$ cat config.mk
export PLATFORM = sky130hd
export DESIGN_NAME = intflag_ctl
export DESIGN_NICKNAME = d
export VERILOG_FILES = /design/src/rtl/intflag_ctl.sv
export SDC_FILE = /design/constraint.sdc
export NUM_CORES = 1
export LEC_CHECK = 0
export ABC_CLOCK_PERIOD_IN_PS = 1250
export BUFFER_PORTS_ARGS = -buffer_cell sky130_fd_sc_hd__buf_2
export CAP_MARGIN = 20
export CORE_UTILIZATION = 36
export DETAILED_ROUTE_END_ITERATION = 10
export GPL_TIMING_DRIVEN = 0
export PLACE_DENSITY = 0.74
export SLEW_MARGIN = 30
export SYNTH_ARGS = -nofsm -noshare
export SYNTH_HDL_FRONTEND = slang
export SYNTH_SLANG_ARGS = --single-unit
$ cat constraint.sdc
create_clock -name clk -period 1.25 [get_ports clk]
set_input_delay 0.1875 -clock clk [delete_from_list [all_inputs] [get_ports clk]]
set_output_delay 0.1875 -clock clk [all_outputs]
set_load 0.01 [all_outputs]
$ cat src/rtl/intflag_ctl.sv
module intflag_ctl #(
  parameter int NSRC   = 7,
  parameter int SR_IDX = 2
) (
  input  logic            clk,
  input  logic            rst_n,
  input  logic            wr_flag,
  input  logic            wr_mask,
  input  logic [NSRC:0]   wdata,
  input  logic            sr_rd,
  input  logic [NSRC-1:0] set_pulse,
  input  logic [NSRC-1:0] clr_strobe,
  input  logic [NSRC-1:0] lvl_upd,
  input  logic [NSRC-1:0] lvl_val,
  output logic [NSRC:0]   flag_rd,
  output logic [NSRC:0]   mask_rd,
  output logic            irq_o
);

  localparam logic [NSRC-1:0] SR_BIT = NSRC'(1) << SR_IDX;

  logic [NSRC-1:0] pend_q, mask_q, pend_d, mask_d;
  logic [NSRC-1:0] set_v, clr_v, wdat;
  logic            hit;

  assign wdat  = wdata[NSRC-1:0];
  assign set_v = set_pulse | (lvl_upd & lvl_val);
  assign clr_v = clr_strobe
               | (wr_flag ? wdat : '0)
               | (sr_rd ? SR_BIT : '0)
               | (lvl_upd & ~lvl_val);
  assign pend_d = (pend_q & ~clr_v) | set_v;

  always_comb begin
    mask_d = mask_q;
    if (wr_mask) begin
      if (wdata[NSRC]) mask_d = mask_q | wdat;
      else             mask_d = mask_q & ~wdat;
    end
  end

  assign hit = |(pend_q & mask_q);

  always_ff @(posedge clk) begin
    if (!rst_n) begin
      pend_q <= '0;
      mask_q <= '0;
      irq_o  <= 1'b0;
    end else begin
      pend_q <= pend_d;
      mask_q <= mask_d;
      irq_o  <= hit;
    end
  end

  assign flag_rd = {hit, pend_q};
  assign mask_rd = {1'b1, mask_q};

endmodule

* Word level (Yosys, flattened, before mapping) *
Cells that the tools add are included.

cells by class
  reduce and logical (&&, ||, !) cells = 1
  bitwise gates (word level) = 14
  multiplexer cells = 3

operators with widths
  operator            number
  bitwise AND 7 bit   5
  OR 7 bit            5
  NOT 7 bit           3
  two-way mux 7 bit   2
  OR 7 x 3 -> 7 bit   1
  OR reduction 7 bit  1
  two-way mux 3 bit   1

storage, ports and cells
  word-level logic and storage cells = 21
  bits of input ports = 41
  register bits after elaboration = 15
  output and inout port bits = 17

* Longest topological paths before layout *
Gate-level depths: netlist of run 1.

  depth in word-level cells = 7
  gate-level depth with buffers = 3
  mapped depth without buffers = 3

* Worst setup path after synthesis of run 1 *
Ideal clock, no wire load.

  path kind = register to output
  from = register pend_q[5]
  to = output port flag_rd[7]
  setup slack = 0.150 ns
  buffers on the path = 1
  required time = 1.062 ns
  arrival time = 0.913 ns
  cell stages (with the launch flop) = 4
  cells stage by stage = dfxtp_1 > a222oi_1 > nand3_1 > buf_4

on the way
  cells in the longest elaborated chain, start to end = 2

ends and longest elaborated chain
  what                    RTL line  RTL
  start, declared         22        logic [NSRC-1:0] pend_q, mask_q, pend_d, mask_d;
  start signal, assigned  50        pend_q <= pend_d;
  bitwise AND 7 bit       42        assign hit = |(pend_q & mask_q);
  OR reduction 7 bit      42
  end, declared           15        output logic [NSRC:0] flag_rd,

No other way between the ends.

* Worst setup path in the final report of run 1 *
Same ends and word-level chain as after synthesis.

==> flow_summary.yaml, run 1 <==
setup_path:
  end_kind: "output pin"
  cpPeakStageDelay_ps: 350
  critPathMaxFanout: 3
  start_kind: "register"
  required_ps: 1060
  path_buf_inv: 1
  cp_data_arrival_time_ps: 1280
  crit_chain: "a222oi_1 -> nand3_1 -> buf_2"
  critPathSlowestCell: "a222oi_1"
  cpLargestDelayFamily: "compound AO/OA/AOI/OAI gates"
  crit_type: "register to output pin"
die:
  io_pins: 58
  dieHeight_um: 44.88
  start_util_pct: 38.33
  core_mm2: 0.001727
  die-area_mm2: 0.002014
  die_x_um: 44.88
  rows: 15
detailed_routing:
  drtPass1Iterations: 4
  vias_per_cell: 4.837
  vias: 740
  route.detailed.wl_per_inst_um: 11.68
  remaining_drc_errors: 0
  drt_wl_total_mm: 1.787
  ant_nets: 0
  drtIter0Drc: 18
grt:
  grt_pass1_vias: 669
  grt_overflow_total: 0
  grt_pass1_wl_mm: 2.684
  track_usage_pct: 18.76
  grt_most_used_layer: "met2"
  grt_max_degree: 11
  grt_antenna_before_repair: 0
  met2_usage_pct: 33.24
  globalRouteMet1Util_pct: 20.54
  gr-usage-met3_pct: 7.200
synth:
  yosysUniqueCellTypes: 14
  synth_nets: 108
  synthCells: 67
  synthTopCellsByCount: "dfxtp_1, nor2b_1, nand2_1"
  ys_ff_latch: 15
  dominantRegCellSynth: "dfxtp_1"
  synth_top_area_share_pct: 45.37
  synth_seq_area_share_pct: 45.37
  synth_warnings: 0
  async_reset_ff_share_pct: 0
  synth_area_leaders: "dfxtp_1, nor2b_1, mux2i_1, a221oi_1, a211oi_1"
  netlist_area_um2: 661.9
  syn_avg_cell_area_um2: 9.879
  synth.most_common_cell: "dfxtp_1"
  synth-edff-count: 0
  synth_top_area_cell: "dfxtp_1"
status:
  status: "complete, but fails checks"
  violations: "negative setup slack"
timing:
  slew_violations: 0
  fin_crit_sh_pct: 117.3
  hold_violations: 0
  worst_slack_ps: -216.1
  rsz0062_at_grt: "true"
  setup-violations-final: 1
  fin_hold_ws_ps: 125.0
  fmax_mhz: 682.1
  finClkSkew_ps: 9.961
  min_period_ps: 1466
layout:
  fin_cells: 153
  diodes: 0
  drive_above_1_share_pct: 51.56
  fin_area_mm2: 0.001013
  nets: 170
  syn_to_final_growth_pct: 53.12
clocking:
  cts_buffers: 3
  clk_pin_slew_ps: 100
  cts_buffer_depth: 2
  clock_latency_ps: 290
  cts_sinks: 15
  cts-root-buf: "clkbuf_4"
  holdBufCountCts: 0
  htreeDepth: 1
  cts_tree: "done"
power_and_ir_drop:
  switchingPower_mw: 0.2798
  p_clk_share_pct: 27.6
  power_switching_share_pct: 27.28
  pwr-share-seq_pct: 51.5
  p_per_area_mw_per_mm2: 1012
  fin_total_pwr_mw: 1.026
  p_leak_nw: 0.5300
  peakVddDrop_mv: 0.7416
  p_int_mw: 0.7460
  comb_power_share_pct: 20.9
placement:
  gp_congestion: 0.7186
  placed_area_um2: 973.4
  post-dp-hpwl_mm: 1.418
  portBuffers: 56
  place_inst: 148
min_path:
  hold_class: "primary input to register"
run:
  drv_cap: 0
-- cells by family (layout without fill, tap and decap cells) --
family,count (synthesis),count (layout),synth area share (%)
AOI/OAI and AO/OA,16,16,19.85
buffers and inverters,3,64,2.834
DFF,15,15,45.37
muxes,7,7,10.59
other,1,1,0.5666
and+or+nand+nor,25,25,20.79
-- power groups by stage --
stage	Sequential, mW	Combinational [mW]	Clock, mW
6_report	0.528	0.214	0.284
5_1_grt	0.532	0.235	0.309
4_1_cts	0.528	0.209	0.285
3_5_place_dp	0.539	0.210	0
3_3_place_gp	0.538	0.205	0
2_1_floorplan	0.551	0.0771	0
-- worst paths after layout --
path / start / endpoint / slack [ps] / cells past startpoint
setup / recovery: pend_q[5] / flag_rd[7] / -220 / 3
hold / removal: set_pulse[0] / pend_q[0] / 120 / 3
setup reg to reg: pend_q[5] / irq_o / 50 / 4
hold reg to reg: pend_q[5] / pend_q[5] / 530 / 2
-- timing repair --
action | in CTS | in global routing
pin swaps | 2 | 2
resized for setup | 1 | 2
setup buffers | 1 | 1
endpoints found under the setup margin | 1 | 1
-- cell type report --
type	count	area (um2)
Clock inverter	1	5.005
Fill cell	164	713.2
Timing Repair Buffer	58	295.3
Tap cell	25	31.28
Buffer	2	11.26
Sequential cell	15	302.8
Multi-Input combinational cell	49	345.3
Clock buffer	3	22.52
-- worst reg2reg max path, delay by kind of cell (launching register included) --
| kind | cells | cell delay [ps] |
|---|---|---|
| AND/OR/NAND/NOR | 2 | 270 |
| buffers and inverters | 1 | 150 |
| AO/OA/AOI/OAI | 1 | 350 |
| flip-flops | 1 | 340 |
-- through the flow --
step | setup slack (ps) | utilization, % | setup TNS [ps]
5_1_grt | -316.8 | 58.70 | -362.3
2_1_floorplan | 149.6 | - | 0
4_1_cts | -224.3 | 58.04 | -224.3
6_report | -216.1 | 58.70 | -216.1
3_5_place_dp | -26.09 | 56.38 | -26.09
3_3_place_gp | -15.92 | 56.38 | -15.92
-- cell usage in the layout, fill, tap and decap left out --
cell type,n
buf_2,56
nor2b_1,14
dfxtp_1,13
nand2_1,8
a221oi_1,7
mux2i_1,7
a211oi_1,6
buf_4,3
clkbuf_4,3
a22oi_1,2
dfxtp_2,2
a222oi_1,1
nand3_1,1
clkbuf_1,1
nor4b_1,1
and2_4,1
conb_1,1
clkinv_2,1
-- metal layers --
metal | wire (um) | vias up
li1 | - | 369
met5 | 0 | -
met2 | 882 | 32
met1 | 772 | 337
met3 | 115 | 2
met4 | 17 | 0
No activity file was read; power rests on OpenSTA's default activity.
==> run 2, diff against run 1 <==
- ABC_CLOCK_PERIOD_IN_PS: 1250 -> 1850
- CORE_UTILIZATION: 36 -> 39
- PLACE_DENSITY: 0.74 -> 0.79
- clock period: 1.25 -> 1.85 ns (I/O delays scaled with it)
==> flow_summary.yaml, run 2 (synthesis results as in run 1) <==
timing:
  min_period_ps: 1630
  slew_violations: 0
  fin_tns_setup_ps: 0
  rsz0062_at_grt: "false"
  finClkSkew_ps: 4.555
  setup-violations-final: 0
  hold_violations: 0
  fin_crit_sh_pct: 88.11
  worst_slack_ps: 220.0
  fmax_mhz: 613.5
  fin_hold_ws_ps: 233.2
setup_path:
  critical_path_depth: 4
  r2r_end: "irq_o"
  path_buf_inv: 2
  start_kind: "register"
  cpPeakStageDelay_ps: 340
  critPathMaxFanout: 3
  crit_end: "flag_rd[7]"
  rr_startpoint: "pend_q[5]"
  cp_data_arrival_time_ps: 1350
  end_kind: "output pin"
  required_ps: 1570
  crit_chain: "a222oi_1 -> nand3_1 -> buf_4 -> buf_2"
  r2r_setup_slack_ps: 780
  crit_start: "pend_q[5]"
  crit_type: "register to output pin"
  critPathSlowestCell: "dfxtp_1"
  rr_worst_depth: 3
  cpLargestDelayFamily: "flip-flops"
grt:
  grt_pass1_wl_mm: 2.732
  grt_max_degree: 11
  grt_antenna_before_repair: 0
  grt_pass1_vias: 666
  track_usage_pct: 19.98
  grt_overflow_total: 0
placement:
  place_ws_ps: 511.7
  gp_congestion: 0.6739
  placed_area_um2: 962.2
  place_inst: 139
  portBuffers: 56
layout:
  fin_cells: 143
  fin_area_um2: 988.4
  diodes: 0
  syn_to_final_growth_pct: 49.34
  final_common_cell: "buf_2"
  nFillCells: 141
  seq_area_um2: 300.3
  multi_input_area_um2: 342.8
  mostFrequentLayoutCells: "buf_2, dfxtp_1, nor2b_1"
  nets: 169
  drive_above_1_share_pct: 48.03
  utilization_pct: 64.12
power_and_ir_drop:
  peakVddDrop_mv: 0.3716
  p_leak_nw: 0.5197
  p_per_area_mw_per_mm2: 694.4
  fin_total_pwr_mw: 0.6864
detailed_routing:
  vias_per_cell: 5.322
  drt_wl_total_mm: 1.846
  ant_nets: 0
  drtIter0Drc: 16
  drtPass1Iterations: 4
  route.detailed.wl_per_inst_um: 12.91
  remaining_drc_errors: 0
  vias: 761
die:
  die_x_um: 43.20
  io_pins: 58
  dieHeight_um: 43.20
  start_util_pct: 42.94
  core_mm2: 0.001541
  rows: 14
  die-area_mm2: 0.001866
clocking:
  cts_sinks: 15
  holdBufCountCts: 0
  post-cts-setup-buffers: 0
  cts_buffers: 3
  cts_tree: "done"
  clk_pin_slew_ps: 90
  htreeDepth: 1
  cts_resized: 0
  cts_buffer_depth: 2
  cts-root-buf: "clkbuf_4"
  clock_latency_ps: 280
run:
  drv_cap: 0
min_path:
  hold_class: "primary input to register"
status:
  status: "finished clean"
-- run 2: cell count changes in the layout (fill, tap and decap cells not counted) --
cell,before,now
dfxtp_1,13,15
dfxtp_2,2,0
and2_1,0,1
and2_4,1,0
buf_4,3,2
clkbuf_1,1,2
clkinv_2,1,0
-- run 2: layout make-up --
class	count	area share (%)
Sequential cell	15	30.38
Tap cell	16	2.025
Buffer	3	1.899
Timing Repair Buffer	56	28.35
Multi-Input combinational cell	49	34.68
Clock buffer	4	2.658
-- run 2: worst min-delay path, cell delays in order --
cell	delay, ps
buf_2	80
a221oi_1	40
nor2b_1	90
-- run 2: worst min path at each step --
stage / cells after the start / startpoint / endpoint / slack [ps]
6_report: 3 / set_pulse[5] / pend_q[5] / 230
2_1_floorplan: 1 / rst_n / pend_q[1] / 410
4_1_cts: 3 / set_pulse[6] / pend_q[6] / 230
5_1_grt: 3 / set_pulse[5] / pend_q[5] / 250
3_5_place_dp: 3 / set_pulse[6] / pend_q[6] / 530
3_3_place_gp: 3 / set_pulse[6] / pend_q[6] / 510
-- run 2: report_power, final --
group	switching (mW)	internal (mW)	leakage, nW	total [mW]
combinational	0.0645	0.0779	0.381	0.142
sequential	0.0142	0.343	0.124	0.357
clock	0.103	0.0835	0.0150	0.187
-- run 2: metal layers --
layer	vias up	GRT usage, %	part of all wire [%]
li1	371	-	-
met1	347	21.26	41
met2	39	36.42	49
met3	4	2.553	7.7
met4	0	12.12	1.8
met5	-	0	0
==> run 3, diff against run 2 <==
- CORE_UTILIZATION: 39 -> 35
- PLACE_DENSITY: 0.79 -> 0.72
==> flow_summary.yaml, run 3 (synthesis results as in run 1) <==
status:
  status: "finished clean"
timing:
  hold_violations: 0
  rsz0062_at_grt: "false"
  min_period_ps: 1659
  fin_tns_setup_ps: 0
  finClkSkew_ps: 2.751
  setup-violations-final: 0
  fin_crit_sh_pct: 89.65
  fmax_mhz: 602.9
  slew_violations: 0
clocking:
  cts_buffer_depth: 2
  cts_tree: "done"
  cts-root-buf: "clkbuf_4"
  clock_latency_ps: 280
  cts_resized: 0
  post-cts-setup-buffers: 0
  holdBufCountCts: 0
  cts_sinks: 15
  clk_pin_slew_ps: 90
  htreeDepth: 1
  cts_buffers: 3
die:
  start_util_pct: 37.92
  core_mm2: 0.001745
  die_x_um: 45.49
  io_pins: 58
  dieHeight_um: 45.49
  rows: 15
  die-area_mm2: 0.002069
layout:
  mostFrequentLayoutCells: "buf_2, dfxtp_1, nor2b_1"
  nFillCells: 175
  drive_above_1_share_pct: 48.03
  syn_to_final_growth_pct: 51.04
  fin_area_um2: 999.7
  nets: 169
  diodes: 0
  multi_input_area_um2: 342.8
  final_common_cell: "buf_2"
  seq_area_um2: 300.3
placement:
  portBuffers: 56
  gp_congestion: 0.6820
  post-dp-hpwl_mm: 1.416
  placed_area_um2: 973.4
power_and_ir_drop:
  fin_total_pwr_mw: 0.6833
  p_per_area_mw_per_mm2: 683.5
  peakVddDrop_mv: 0.4829
  p_leak_nw: 0.5197
setup_path:
  critPathSlowestCell: "a222oi_1"
  cpLargestDelayFamily: "compound AO/OA/AOI/OAI gates"
  critPathMaxFanout: 3
  start_kind: "register"
  crit_chain: "a222oi_1 -> nand3_1 -> buf_4 -> buf_2"
  cpPeakStageDelay_ps: 350
  crit_type: "register to output pin"
  path_buf_inv: 2
  cp_data_arrival_time_ps: 1380
  required_ps: 1570
  end_kind: "output pin"
grt:
  grt_pass1_wl_mm: 2.587
  grt_overflow_total: 0
  grt_antenna_before_repair: 0
  grt_pass1_vias: 636
  track_usage_pct: 18.08
  grt_max_degree: 11
run:
  drv_cap: 0
detailed_routing:
  drtIter0Drc: 8
  highest_layer: "met4"
  dr_wl_met3_um: 142
  remaining_drc_errors: 0
  wl_met2_um: 816
  vias: 742
  vias_per_cell: 4.882
  wl_met1_um: 760
  drt_wl_total_mm: 1.755
  route.detailed.wl_per_inst_um: 11.55
  drtPass1Iterations: 4
  ant_nets: 0
min_path:
  hold_class: "primary input to register"
[run 3: cell counts in the layout (fill, tap and decap cells not counted)]
Identical to the previous run, type by type.
[run 3: tightest hold or removal path: stages]
cell and delay, ps:
buf_2 70, a221oi_1 30, nor2b_1 90
[run 3: layer usage]
layer / vias up / track usage [%]
met5: - / 0
met4: 0 / 12.12
met3: 4 / 2.778
met2: 44 / 30.29
met1: 322 / 21.03
li1: 372 / -
[run 3: stage by stage]
step                utilization (%)  instances  hold WS, ps  setup WS [ps]
finish                        57.28        152        229.6          191.4
global route                  57.28        152        238.1          68.84
CTS                           57.28        152        224.5          159.3
detailed placement            55.77        148        519.2          478.2
global placement              55.77        148        516.1          470.3
floorplan                         -         67        405.7          659.6
[run 3: power breakdown]
group          switching, mW  internal [mW]  leakage [nW]  total (mW)
combinational         0.0633         0.0778         0.381       0.141
clock                  0.102         0.0837        0.0150       0.185
sequential            0.0140          0.343         0.124       0.357
[run 3: area by class of cell]
| type | instances | share of cell area (%) |
|---|---|---|
| clock buffer | 4 | 2.628 |
| sequential | 15 | 30.04 |
| multi-input combinational | 49 | 34.29 |
| tap | 25 | 3.129 |
| timing repair buffer | 56 | 28.04 |
| buffer | 3 | 1.877 |
[run 3: path summary, 6_finish.rpt]
path | endpoint | start | cells past startpoint | slack (ps)
worst max-delay path | flag_rd[7] | pend_q[5] | 4 | 190
worst min-delay path | pend_q[6] | set_pulse[6] | 3 | 230
worst max register to register | irq_o | pend_q[5] | 3 | 750
worst min register to register | register | register | 2 | 550
